$ cat src/rtl/pwm_pkg.sv
package pwm_pkg;
  localparam int unsigned REG_W      = 32;
  localparam int unsigned CH_STRIDE  = 15;
  localparam int unsigned FIELD_W    = 10;
  localparam int unsigned PSC_W      = 4;
  localparam int unsigned HALF_W     = 16;
  localparam int unsigned READY_BASE = 28;

  typedef struct packed {
    logic             aux2;
    logic             aux1;
    logic             aux0;
    logic             gate;
    logic             pol;
    logic             en;
    logic [PSC_W-1:0] psc;
  } chan_cfg_t;
endpackage

$ cat src/rtl/pwm_prescaler.sv
module pwm_prescaler #(
  parameter int unsigned CODE_W    = 4,
  parameter int unsigned MAX_SHIFT = 8
) (
  input  logic              clk,
  input  logic              rst_n,
  input  logic              run_i,
  input  logic [CODE_W-1:0] code_i,
  output logic              valid_o,
  output logic              tick_o
);
  localparam int unsigned CNT_W = MAX_SHIFT;
  localparam logic [CODE_W-1:0] BYPASS = {CODE_W{1'b1}};

  logic [CNT_W-1:0] pre_q, pre_n, lim;

  always_comb begin
    valid_o = 1'b0;
    lim     = '0;
    if (code_i == BYPASS) begin
      valid_o = 1'b1;
    end else if (int'(code_i) < int'(MAX_SHIFT)) begin
      valid_o = 1'b1;
      lim     = CNT_W'((64'd1 << (int'(code_i) + 1)) - 64'd1);
    end
  end

  assign tick_o = run_i && (pre_q == lim);

  always_comb begin
    if (!run_i)      pre_n = '0;
    else if (tick_o) pre_n = '0;
    else             pre_n = pre_q + 1'b1;
  end

  always_ff @(posedge clk or negedge rst_n) begin
    if (!rst_n) pre_q <= '0;
    else        pre_q <= pre_n;
  end

  // divider count never passes its limit
  a_r3_pre_bound: assert property (@(posedge clk) disable iff (!rst_n)
    run_i |-> (pre_q <= lim));
  // a stopped channel clears its divider
  a_r2_pre_clear: assert property (@(posedge clk) disable iff (!rst_n)
    !run_i |=> (pre_q == '0));
endmodule

$ cat src/rtl/pwm_chan.sv
module pwm_chan #(
  parameter int unsigned HALF_W    = 16,
  parameter int unsigned CODE_W    = 4,
  parameter int unsigned MAX_SHIFT = 8
) (
  input  logic                clk,
  input  logic                rst_n,
  input  logic [CODE_W-1:0]   psc_i,
  input  logic                en_i,
  input  logic                pol_i,
  input  logic                gate_i,
  input  logic                wr_i,
  input  logic [2*HALF_W-1:0] wdata_i,
  output logic                pend_o,
  output logic [2*HALF_W-1:0] shadow_o,
  output logic                pwm_o
);
  logic                valid, tick, run, wrap, load, accept;
  logic [2*HALF_W-1:0] shadow_q, shadow_n;
  logic                pend_q, pend_n;
  logic [HALF_W-1:0]   prd_q, prd_n, dty_q, dty_n, cnt_q, cnt_n;
  logic                active;

  pwm_prescaler #(.CODE_W(CODE_W), .MAX_SHIFT(MAX_SHIFT)) psc_i0 (
    .clk(clk), .rst_n(rst_n), .run_i(run), .code_i(psc_i),
    .valid_o(valid), .tick_o(tick)
  );

  assign run    = en_i && gate_i && valid;
  assign wrap   = tick && (cnt_q == prd_q);
  assign load   = pend_q && (wrap || !run);
  assign accept = wr_i && !pend_q;

  always_comb begin
    shadow_n = shadow_q;
    pend_n   = pend_q;
    prd_n    = prd_q;
    dty_n    = dty_q;
    if (load) begin
      prd_n  = shadow_q[2*HALF_W-1:HALF_W];
      dty_n  = shadow_q[HALF_W-1:0];
      pend_n = 1'b0;
    end else if (accept) begin
      shadow_n = wdata_i;
      pend_n   = 1'b1;
    end
    if (!run)      cnt_n = '0;
    else if (wrap) cnt_n = '0;
    else if (tick) cnt_n = cnt_q + 1'b1;
    else           cnt_n = cnt_q;
  end

  always_ff @(posedge clk or negedge rst_n) begin
    if (!rst_n) begin
      shadow_q <= '0;
      pend_q   <= 1'b0;
      prd_q    <= '0;
      dty_q    <= '0;
      cnt_q    <= '0;
    end else begin
      shadow_q <= shadow_n;
      pend_q   <= pend_n;
      prd_q    <= prd_n;
      dty_q    <= dty_n;
      cnt_q    <= cnt_n;
    end
  end

  assign active   = run && (cnt_q < dty_q);
  assign pwm_o    = pol_i ? active : !active;
  assign pend_o   = pend_q;
  assign shadow_o = shadow_q;

  // count stays within the working period
  a_r4_cnt_bound: assert property (@(posedge clk) disable iff (!rst_n)
    cnt_q <= prd_q);
  // stopping a channel returns its counter to zero
  a_r2_cnt_clear: assert property (@(posedge clk) disable iff (!rst_n)
    !run |=> (cnt_q == '0));
  // an update only lands at the start of a period
  a_r7_load_at_start: assert property (@(posedge clk) disable iff (!rst_n)
    $fell(pend_q) |-> (cnt_q == '0));
  // the shadow copy is frozen while an update waits
  a_r8_shadow_keep: assert property (@(posedge clk) disable iff (!rst_n)
    pend_q |=> $stable(shadow_q));
endmodule

$ cat src/rtl/dual_pwm_ctrl.sv
module dual_pwm_ctrl
  import pwm_pkg::*;
#(
  parameter int unsigned NUM_CH    = 2,
  parameter int unsigned ADDR_W    = 4,
  parameter int unsigned MAX_SHIFT = 8
) (
  input  logic              clk,
  input  logic              rst_n,
  input  logic              bus_we,
  input  logic [ADDR_W-1:0] bus_addr,
  input  logic [REG_W-1:0]  bus_wdata,
  output logic [REG_W-1:0]  bus_rdata,
  output logic [NUM_CH-1:0] pwm_out
);
  localparam int unsigned WORD_SEL_W = ADDR_W - 2;

  logic [1:0]  rst_sync_q;
  logic        rst_int_n;
  always_ff @(posedge clk or negedge rst_n) begin
    if (!rst_n) rst_sync_q <= 2'b00;
    else        rst_sync_q <= {rst_sync_q[0], 1'b1};
  end
  assign rst_int_n = rst_sync_q[1];

  logic [WORD_SEL_W-1:0] word_sel;
  logic                  aligned;
  assign word_sel = bus_addr[ADDR_W-1:2];
  assign aligned  = (bus_addr[1:0] == 2'b00);

  chan_cfg_t           ctrl_q [NUM_CH];
  chan_cfg_t           ctrl_n [NUM_CH];
  logic [NUM_CH-1:0]   pend;
  logic [REG_W-1:0]    shadow [NUM_CH];
  logic                ctrl_we;
  assign ctrl_we = bus_we && aligned && (word_sel == '0);

  genvar g;
  generate
    for (g = 0; g < NUM_CH; g++) begin : g_ch
      logic ch_we;
      assign ch_we = bus_we && aligned && (int'(word_sel) == g + 1);

      always_comb begin
        ctrl_n[g] = ctrl_q[g];
        if (ctrl_we) ctrl_n[g] = chan_cfg_t'(bus_wdata[g*CH_STRIDE +: FIELD_W]);
      end

      always_ff @(posedge clk or negedge rst_int_n) begin
        if (!rst_int_n) ctrl_q[g] <= '0;
        else            ctrl_q[g] <= ctrl_n[g];
      end

      pwm_chan #(.HALF_W(HALF_W), .CODE_W(PSC_W), .MAX_SHIFT(MAX_SHIFT)) chan_i (
        .clk(clk), .rst_n(rst_int_n),
        .psc_i(ctrl_q[g].psc), .en_i(ctrl_q[g].en),
        .pol_i(ctrl_q[g].pol), .gate_i(ctrl_q[g].gate),
        .wr_i(ch_we), .wdata_i(bus_wdata),
        .pend_o(pend[g]), .shadow_o(shadow[g]), .pwm_o(pwm_out[g])
      );

      // ready flags are read-only, a control write cannot raise one
      a_r1_ready_ro: assert property (@(posedge clk) disable iff (!rst_int_n)
        (ctrl_we && !pend[g]) |=> !pend[g]);
    end
  endgenerate

  always_comb begin
    bus_rdata = '0;
    if (aligned) begin
      if (word_sel == '0) begin
        for (int n = 0; n < NUM_CH; n++) begin
          bus_rdata[n*CH_STRIDE +: FIELD_W] = ctrl_q[n];
          bus_rdata[READY_BASE + n]         = pend[n];
        end
      end else begin
        for (int n = 0; n < NUM_CH; n++) begin
          if (int'(word_sel) == n + 1) bus_rdata = shadow[n];
        end
      end
    end
  end
endmodule

$ cat config.mk
export PLATFORM = sky130hd
export DESIGN_NAME = dual_pwm_ctrl
export DESIGN_NICKNAME = d
export VERILOG_FILES = /design/src/rtl/pwm_pkg.sv /design/src/rtl/pwm_prescaler.sv /design/src/rtl/pwm_chan.sv /design/src/rtl/dual_pwm_ctrl.sv
export SDC_FILE = /design/constraint.sdc
export NUM_CORES = 1
export LEC_CHECK = 0
export ABC_AREA = 0
export BUFFER_PORTS_ARGS = -buffer_cell sky130_fd_sc_hd__buf_2
export CAP_MARGIN = 0
export CELL_PAD_IN_SITES_DETAIL_PLACEMENT = 1
export CELL_PAD_IN_SITES_GLOBAL_PLACEMENT = 1
export CORE_MARGIN = 5
export CORE_UTILIZATION = 50
export CTS_BUF_LIST = sky130_fd_sc_hd__clkbuf_8
export DETAILED_ROUTE_END_ITERATION = 12
export PLACE_DENSITY = 0.83
export REMOVE_ABC_BUFFERS = 1
export SETUP_SLACK_MARGIN = 0.15
export SYNTH_ARGS = -nofsm -noshare
export SYNTH_HDL_FRONTEND = slang
export SYNTH_SLANG_ARGS = --single-unit
$ cat constraint.sdc
create_clock -name clk -period 8.8 [get_ports clk]
set_input_delay 0.44 -clock clk [delete_from_list [all_inputs] [get_ports clk]]
set_output_delay 0.44 -clock clk [all_outputs]
set_load 0.02 [all_outputs]
==> metrics.txt, run 1 <==
outcome=complete, no violations; total number of vias=approximately 8500; Fin. Hold Viols=0; Die Y=159 µm; Detail Placement HPWL=roughly 22000 µm; CP Launch Type=flip-flop; Mapped Area=11200 µm²; first-iteration detailed-routing DRC count=491; number of port buffers=72; Resized Gates After CTS=0; static leakage=between 5 and 6 nW; CP Capture Type=flip-flop; Mapped Cells=1062; DRT Pass-1 Iters=5; GP Congestion=0.856; Req. time, crit path=9200 ps; CTS Sinks=200; Comb pwr share=28.6%; Post-Place Setup Slack=~4000 ps; Peak supply drop=between 90 and 100 µV; Pint=1.69 mW; I/O pin cnt=73; CTS buffer count=17; Hold Buf Count CTS=1; Pwr Total=2.69 mW; initial antenna violation count=0; cell taking the most area after synthesis=dfrtp_1; Critical path origin=ctrl_q[0]; Synth Register Bits=200; Post-Layout Cell Count=between 1000 and 1500; max cap viols=0; Root Buffer=clkbuf_8; Switching Fraction=between 30% and 40%; CTS tree=yes; Post-synth EDFFs=0; Core Area=21900 µm²; final worst-path cycle share=between 50% and 60%; placed cells=between 1000 and 1500; Clock Skew=23.1 ps; Reg power frac=47.8%; largest net degree at the start of global routing=183; WP data arrival=5170 ps; Final WS setup=4030 ps; # diodes=0; Clock transition at path regs=120 ps; Final nets=1193; post-route minimum period=around 4800 ps; Synthesis Warnings=0; total track usage=24.9%; ranking of synthesized cells by area=dfrtp_1, mux2_2, mux2_1; Post-route DRC=0; Max-Slew Margin vs Limit=19.7%; Post-CTS Setup Bufs=0; total negative slack=0 ps; CTS H-tree depth=4; Die W=159 µm; Final setup viols=0; Remaining Overflow, GRT=0; starting density of the core=51.0%; die footprint=25400 µm²; vias in the first global route=9204; RSZ-0062 raised after global routing=false; sequential area share after synthesis=44.8%; Area Overhead vs Synth=8.62%; post-synth top area share=44.8%; Wirelength per Cell=22.2 µm; Clock power frac=23.5%; antenna viol nets, final=0; Main synth FF type=dfrtp_1; cell row count=54; Fmax=209 MHz; critical path type=flip-flop to flip-flop; Pwr per Cell Area=roughly 220 nW/µm²; filler instances=2390; Post-Route Utilization=55.4%; Final Max Tran Viols=0; Clock Latency Late Sink=520 ps; Cell variety after synth=76; first-pass GRT wire length=51100 µm; ys async rst share=100%; drt total wl=between 30000 and 40000 µm; DR vias/cell=6.05; share of cells above drive strength 1=around 20%; HP Class=primary input to flip-flop; worst hold path startpoint=bus_wdata[15]; maximum clock path buffer count=2; NetSw=997 µW; Worst R2R Start=ctrl_q[0]; crit path max fanout=32; Slew @ Worst Pin=~1200 ps; Avg Inst Size Synth=10.5 µm²
==> registers in the layout, indices dropped and copies added (netlist names) <==
| register | count |
|---|---|
| g_ch.chan_i.shadow_o | 64 |
| g_ch.chan_i.cnt_q | 32 |
| g_ch.chan_i.dty_q | 32 |
| g_ch.chan_i.prd_q | 32 |
| ctrl_q | 20 |
| g_ch.chan_i.psc_i0.pre_q | 16 |
| g_ch.chan_i.pend_o | 2 |
| rst_sync_q | 2 |
==> cell type report <==
type                       count  area [µm²]  share of cell area, %
clock inverter                14         171                   1.41
tap                          280         350                   2.89
inverter                      52         195                   1.61
sequential                   200        5010                   41.3
timing repair buffer          80         435                   3.59
multi-input combinational    759        5720                   47.2
clock buffer                  18         248                   2.04
==> layout by cell type (no fill, tap or decap), types with 30 or more instances in the layout <==
| cell type | synthesis | layout |
|---|---|---|
| mux2_2 | 82 | 82 |
| inv_1 | 51 | 51 |
| xor2_1 | 31 | 31 |
| nand2_1 | 57 | 57 |
| nor2_1 | 96 | 96 |
| a21oi_1 | 54 | 54 |
| buf_2 | 8 | 72 |
| mux2_1 | 60 | 60 |
| o21ai_0 | 35 | 35 |
| dfrtp_1 | 200 | 199 |
| ha_1 | 44 | 44 |
| nand3_1 | 30 | 30 |
==> path summary, 6_finish.rpt <==
| kind | endpoint | slack [ps] | depth (start not counted) |
|---|---|---|---|
| worst max-delay path | g_ch[1].chan_i.dty_q[10] | 4030 | 13 |
| max in group asynchronous | g_ch[0].chan_i.cnt_q[2] | 7310 | 1 |
| worst max register to register | g_ch[1].chan_i.dty_q[10] | 4030 | 13 |
| worst min register to register | g_ch[1].chan_i.cnt_q[14] | 200 | 0 |
| worst min-delay path | ctrl_q[0] | 170 | 3 |
| min in group asynchronous | g_ch[1].chan_i.cnt_q[14] | 200 | 0 |
==> cells by family (layout without fill, tap and decap cells) <==
group | count (synthesis) | in the layout | share of synthesized area, %
buffers and inverters | 103 | 164 | 4.09
AOI/OAI and AO/OA | 193 | 193 | 11.7
other | 1 | 1 | 0.0336
adders and majority gates | 44 | 44 | 4.93
muxes | 168 | 168 | 16.7
xor gates and xnor gates | 57 | 57 | 4.47
and+or+nand+nor | 296 | 296 | 13.3
DFF | 200 | 200 | 44.8
==> layer usage <==
layer	vias up	part of all wire, %	global-route usage, %
li1	3883	-	-
met3	64	3.0	3.81
met4	0	3.0	8.88
met2	152	51	43.3
met5	-	0	0
met1	4388	43	31.4
==> metrics by stage <==
step	hold WS (ps)	area [µm²]
2_1_floorplan	144	10900
3_3_place_gp	197	11700
3_5_place_dp	199	11700
4_1_cts	140	12100
5_1_grt	147	12100
6_report	167	12100
==> power groups by stage <==
stage / combinational [mW] / clock (mW) / sequential, mW
after floorplan: 0.563 / 0 / 1.22
after global placement: 0.722 / 0 / 1.28
after detailed placement: 0.761 / 0 / 1.30
after CTS: 0.774 / 0.643 / 1.28
after global routing: 0.855 / 0.678 / 1.30
final: 0.769 / 0.632 / 1.28
==> synthesized netlist by cell type, types with 5 or more instances <==
master    instances
or3_1            22
o31ai_1           9
and3_1           13
mux2_1           60
inv_1            51
nor3_1           10
nand2_1          57
a22oi_1          10
dfrtp_1         200
o22ai_1          14
nand2b_1          6
mux2_2           82
clkbuf_1         33
o21ai_0          35
buf_2             8
a211oi_1          7
nand3_1          30
xor2_1           31
nor4_1            9
xnor2_1          26
mux2i_1          26
or4_1             6
o21a_1            5
a21oi_1          54
ha_1             44
nor2_1           96
nand4_1          13
buf_6             7
a21o_1           18
or2_2             5
==> worst max-delay path: stages, from the launching register on <==
cell,delay [ps]
dfrtp_1,510
ha_1,340
or2_1,340
a21oi_2,310
nand2_1,120
ha_1,270
o2111a_1,130
nor4_1,350
xor2_1,170
o311ai_0,210
a2111oi_4,540
a31o_4,300
nand2_2,480
mux2_1,560
(Power assumes the default switching activity.)
==> run 2, diff against run 1 <==
--- a/config.mk
+++ b/config.mk
@@ -11,10 +11,10 @@
 export CELL_PAD_IN_SITES_DETAIL_PLACEMENT = 1
 export CELL_PAD_IN_SITES_GLOBAL_PLACEMENT = 1
 export CORE_MARGIN = 5
-export CORE_UTILIZATION = 50
+export CORE_UTILIZATION = 45
 export CTS_BUF_LIST = sky130_fd_sc_hd__clkbuf_8
 export DETAILED_ROUTE_END_ITERATION = 12
-export PLACE_DENSITY = 0.83
+export PLACE_DENSITY = 0.79
 export REMOVE_ABC_BUFFERS = 1
 export SETUP_SLACK_MARGIN = 0.15
 export SYNTH_ARGS = -nofsm -noshare
==> constraint.sdc (replaced) <==
create_clock -name clk -period 4.2 [get_ports clk]
set_input_delay 0.21 -clock clk [delete_from_list [all_inputs] [get_ports clk]]
set_output_delay 0.21 -clock clk [all_outputs]
set_load 0.02 [all_outputs]
==> run 2 against run 1 <==
- clock-buffer cell count stayed put
- largest cell class unchanged
- clock power is 110% higher
- sequential share of layout area is 2.3 points lower
- combinational power is 130% higher
- maximum frequency is 22% higher
- via count is 2.7% higher
- setup slack worse by 3700 ps
==> metrics.txt, run 2 (synthesized netlist as in run 1, its figures left out) <==
Pint=3.69 mW; WP data arrival=4290 ps; maximum clock path buffer count=2; Req. time, crit path=4570 ps; I/O pin cnt=73; Die Y=168 µm; max FFs per register=64; share of cells above drive strength 1=22.9%; Core Area=24400 µm²; die footprint=~28000 µm²; met2 Usage GRT=between 40% and 50%; vias in the first global route=9320; CTS H-tree depth=4; CP Launch Type=flip-flop; Slew @ Worst Pin=958 ps; GP Congestion=0.835; Clock Skew=19.4 ps; global routing's busiest layer=met2; HP Class=primary input to flip-flop; Post-route DRC=0; antenna viol nets, final=0; max cap viols=0; critical path type=flip-flop to flip-flop; drt total wl=33900 µm; Area Overhead vs Synth=15.0%; hold slack=40.1 ps; Detail Placement HPWL=22800 µm; CTS tree=yes; Clock power frac=23.2%; Wirelength per Cell=between 20 and 25 µm; CTS buffer count=17; number of port buffers=72; final worst-path cycle share=93.3%; Reg power frac=46.2%; NetSw=2.16 mW; DRT Pass-1 Iters=5; Remaining Overflow, GRT=0; CP Capture Type=flip-flop; Clock transition at path regs=110 ps; filler instances=between 2000 and 3000; GRT met3 Usage=2.85%; Fin. Hold Viols=0; Final setup viols=0; DR vias/cell=5.78; Comb pwr share=30.7%; crit path max fanout=10; Switching Fraction=roughly 37%; Clock Latency Late Sink=500 ps; area of the multi-input gates=5850 µm²; total number of vias=8713; first-iteration detailed-routing DRC count=556; CTS Sinks=200; Root Buffer=clkbuf_8; outcome=complete, no violations; starting density of the core=45.8%; Pwr per Cell Area=approximately 460 nW/µm²; initial antenna violation count=2; cell row count=57; static leakage=5.87 nW; GR Util met1=29.1%; register area=roughly 5000 µm²; total track usage=23.2%; RSZ-0062 raised after global routing=false; post-route minimum period=3920 ps; first-pass GRT wire length=just over 50000 µm; Final nets=1252; Fmax=between 200 and 300 MHz; Post-Route Utilization=52.7%; Peak supply drop=244 µV; largest net degree at the start of global routing=73; Max-Slew Margin vs Limit=about 36%; most frequent cells in the layout=dfrtp_1, nor2_1, mux2_2; Die W=roughly 170 µm; commonest non-fill, non-tap cell in the layout=dfrtp_1; Final Max Tran Viols=0
==> run 2: metrics by stage <==
step | total power, mW | cell area (µm²) | setup WS (ps) | cells | TNS [ps]
3_5_place_dp | 4.34 | 11900 | -13.0 | 1432 | -80.1
5_1_grt | 6.16 | 12800 | 140 | 1508 | 0
6_report | 5.85 | 12800 | 283 | 1508 | 0
3_3_place_gp | 4.23 | 11900 | 99.5 | 1432 | 0
4_1_cts | 5.75 | 12700 | 147 | 1497 | 0
2_1_floorplan | 3.75 | 10900 | -1790 | 1011 | -353610
==> run 2: worst max-delay path, stage by stage (launching register included) <==
cell and delay (ps):
dfrtp_2 480, ha_2 250, or2_2 330, a211oi_4 240
inv_2 100, ha_4 280, xor2_1 130, nand2_1 60
mux2_2 270, o32ai_1 120, o2111ai_1 140, or4_4 470
nor3_4 220, buf_12 160, o21ai_4 120, mux2_1 420
==> run 2: final cells by class <==
type,count,share of cell area [%]
sequential,200,39.0
tap,324,3.16
antenna,2,0.0390
clock inverter,14,1.41
multi-input combinational,762,45.5
clock buffer,18,1.93
timing repair buffer,136,7.37
inverter,52,1.52
==> run 2: final timing paths <==
kind                               startpoint                  endpoint  slack [ps]  depth (start not counted)
worst max-delay path               ctrl_q[11]   g_ch[0].chan_i.dty_q[1]         280                         15
worst min-delay path             bus_wdata[6]                ctrl_q[16]          40                          2
worst max register to register     ctrl_q[11]   g_ch[0].chan_i.dty_q[1]         280                         15
worst min register to register  rst_sync_q[0]             rst_sync_q[1]         370                          0
max in group asynchronous       rst_sync_q[1]                ctrl_q[11]        2730                          1
min in group asynchronous       rst_sync_q[1]  g_ch[1].chan_i.dty_q[12]         490                          0
==> run 2: what timing repair did <==
item,in CTS,in global routing
setup endpoints to repair,79,101
resized for setup,13,18
gates cloned,1,2
endpoints found under the hold margin,76,0
hold buffers,31,0
buffers inserted,1,7
pin swaps,2,7
==> run 2: power groups by stage <==
stage,clock (mW),combinational [mW],sequential (mW)
finish,1.35,1.79,2.70
global route,1.47,1.96,2.73
CTS,1.37,1.70,2.68
detailed placement,0,1.63,2.71
global placement,0,1.56,2.68
floorplan,0,1.18,2.57
==> run 2: routing by layer <==
metal  up-vias  routed length (µm)
met1      4541               14500
li1       4005                   -
met5         -                   0
met2       127               18000
met3        40                 851
met4         0                 550
==> run 3, diff against run 2 <==
--- a/config.mk
+++ b/config.mk
@@ -5,16 +5,17 @@
 export SDC_FILE = /design/constraint.sdc
 export NUM_CORES = 1
 export LEC_CHECK = 0
-export ABC_AREA = 0
+export ABC_AREA = 1
 export BUFFER_PORTS_ARGS = -buffer_cell sky130_fd_sc_hd__buf_2
 export CAP_MARGIN = 0
 export CELL_PAD_IN_SITES_DETAIL_PLACEMENT = 1
 export CELL_PAD_IN_SITES_GLOBAL_PLACEMENT = 1
 export CORE_MARGIN = 5
-export CORE_UTILIZATION = 45
+export CORE_UTILIZATION = 43
 export CTS_BUF_LIST = sky130_fd_sc_hd__clkbuf_8
 export DETAILED_ROUTE_END_ITERATION = 12
-export PLACE_DENSITY = 0.79
+export MAX_ROUTING_LAYER = met4
+export PLACE_DENSITY = 0.8
 export REMOVE_ABC_BUFFERS = 1
 export SETUP_SLACK_MARGIN = 0.15
 export SYNTH_ARGS = -nofsm -noshare
==> run 3 against run 2 <==
- register-to-register slack improved by 350 ps
- total power decreased by 7.0%
- highest routed layer unchanged
- cell area decreased by 0.42%
- hold slack got worse by 14 ps
- sequential share of layout area increased by 0.12 points
- cell count increased by 29%
==> metrics.txt, run 3 <==
outcome=complete, no violations; Final setup viols=0; Pwr per Cell Area=425 nW/µm²; drt total wl=around 35000 µm; first-iteration detailed-routing DRC count=678; cell taking the most area after synthesis=dfrtp_1; critical path type=flip-flop to flip-flop; # diodes=0; initial antenna violation count=0; Main synth FF type=dfrtp_1; CTS H-tree depth=4; sequential area share after synthesis=42.5%; top-count cell post-synth=nand2_1; Synthesis Warnings=0; vias in the first global route=11090; Root Buffer=clkbuf_8; Fmax=around 280 MHz; Slew @ Worst Pin=approximately 1200 ps; total number of vias=about 11000; starting density of the core=43.7%; max cap viols=0; Mapped Area=11800 µm²; Area Overhead vs Synth=8.73%; Final nets=1667; antenna viol nets, final=0; post-synth top area share=42.5%; CP cell instances=inv_1 -> ha_1 -> nor2_2 -> nand2_1 -> nor2_1 -> nand2_2 -> ha_1 -> nor2_1 -> xor2_1 -> nand3_1 -> nor2_1 -> nand2_1 -> nor2_1 -> nand3_2 -> nand2_4 -> nand3_4 -> nand2_1 -> nand2_1; hold path endpoint=g_ch[1].chan_i.shadow_o[3]; CTS buffer count=17; ranking of synthesized cells by area=dfrtp_1, nand2_1, nand4_1; Wirelength per Cell=18.1 µm; first-pass GRT wire length=57800 µm; dpl cell area=12300 µm²; maximum clock path buffer count=2; worst hold path startpoint=bus_wdata[3]; GP Congestion=0.853; Final WS setup=631 ps; Clock Latency Late Sink=490 ps; crit path max fanout=32; Core Area=27000 µm²; most frequent cells in the layout=nand2_1, dfrtp_1, inv_1; Post-Place Setup Slack=673 ps; final worst-path cycle share=85.0%; WP data arrival=around 4000 ps; Post-Layout Cell Count=slightly below 2000; placed cells=roughly 1900; cell area after layout=roughly 13000 µm²; ys async rst share=100%; Clock transition at path regs=120 ps; static leakage=6.64 nW; CTS Sinks=200; Die Y=around 180 µm; R2R cell count=18; commonest non-fill, non-tap cell in the layout=nand2_1; Cell variety after synth=36; number of port buffers=72; Fin. Hold Viols=0; post-route minimum period=3570 ps; Die W=175 µm; synth cell count leaders=nand2_1, dfrtp_1, inv_1; CP Launch Type=flip-flop; Pwr Total=approximately 5.4 mW; delay-heaviest family, CP=simple AND/OR/NAND/NOR gates; Max-Slew Margin vs Limit=22.9%; DRT Pass-1 Iters=5; share of cells above drive strength 1=10.7%; Post-route DRC=0; CP Capture Type=flip-flop; die footprint=30800 µm²; Avg Inst Size Synth=between 7 and 8 µm²; Peak supply drop=around 220 µV; total track usage=between 20% and 30%; critical path's largest stage delay=540 ps; reg2reg setup slack=~630 ps; DR vias/cell=5.48; cell row count=60; Synth Register Bits=200; hold path depth=3; Worst R2R Start=ctrl_q[10]; Mapped Cells=1546; Remaining Overflow, GRT=0; max FFs per register=64; Clock Skew=21.0 ps; Final Max Tran Viols=0; RR Endpoint=g_ch[0].chan_i.prd_q[1]; worst-path cell with the longest stage delay=dfrtp_1; RSZ-0062 raised after global routing=false; HP Class=primary input to flip-flop; largest net degree at the start of global routing=between 70 and 80; CTS tree=yes; I/O pin cnt=73; Detail Placement HPWL=25100 µm; Req. time, crit path=around 4600 ps; Buf/Inv on CP=1; Post-synth EDFFs=0
run 3: how the worst max path moves through the flow:
stage	to	startpoint	cells past startpoint	slack (ps)
CTS	g_ch[0].chan_i.dty_q[4]	ctrl_q[10]	18	620
floorplan	ctrl_q[0]	rst_sync_q[1]	0	-1790
finish	g_ch[0].chan_i.prd_q[1]	ctrl_q[10]	18	630
detailed placement	g_ch[0].chan_i.dty_q[2]	ctrl_q[10]	18	670
global route	g_ch[0].chan_i.prd_q[8]	ctrl_q[10]	18	290
global placement	g_ch[0].chan_i.dty_q[2]	ctrl_q[10]	18	790
run 3: report_power, final:
part	internal [mW]	switching, mW	total [mW]
registers	2.27	0.357	2.63
logic	0.554	0.997	1.55
clock network	0.475	0.780	1.26
total	3.30	2.13	5.44
run 3: logic make-up (layout without fill, tap and decap cells):
group | Yosys count | after routing | synth area share (%)
other | 1 | 1 | 0.0319
XOR/XNOR | 50 | 50 | 3.72
AO/OA/AOI/OAI | 170 | 170 | 7.67
flip-flops | 200 | 200 | 42.5
adder cells (fa/ha/maj) | 44 | 44 | 4.68
buffers and inverters | 284 | 335 | 10.0
AND/OR/NAND/NOR | 797 | 797 | 31.4
run 3: timing repair:
action                    in CTS  in global routing
gates resized for setup        0                  0
hold endpoints to repair      15                  0
setup buffers                  0                  0
hold buffers                  11                  0
run 3: worst reg2reg max path: cells and delay by family (launching register included):
family	cells	cell delay (ps)
and+or+nand+nor	14	1970
adders and majority gates	2	640
DFF	1	540
xor gates and xnor gates	1	170
buffers and inverters	1	140
run 3: routing by layer:
metal,GRT usage [%],vias up,wire [µm]
met5,-,-,0
met3,3.68,39,1200
met1,31.8,5268,16700
met2,38.4,197,16500
met4,5.43,0,591
li1,-,5117,-
run 3: area by class of cell:
class	instances	area, µm²
timing repair buffer	101	618
clock inverter	13	128
inverter	202	758
tap	341	427
multi-input combinational	1062	5590
clock buffer	19	262
sequential	200	5010
fill	3397	14200
run 3: stage by stage:
step	utilization (%)	hold slack, ps	setup TNS [ps]
after CTS	47.5	2.21	0
final	47.5	26.0	0
after global placement	45.6	-1.93	0
after detailed placement	45.6	5.33	0
after floorplan	-	-85.6	-353610
after global routing	47.5	14.0	0
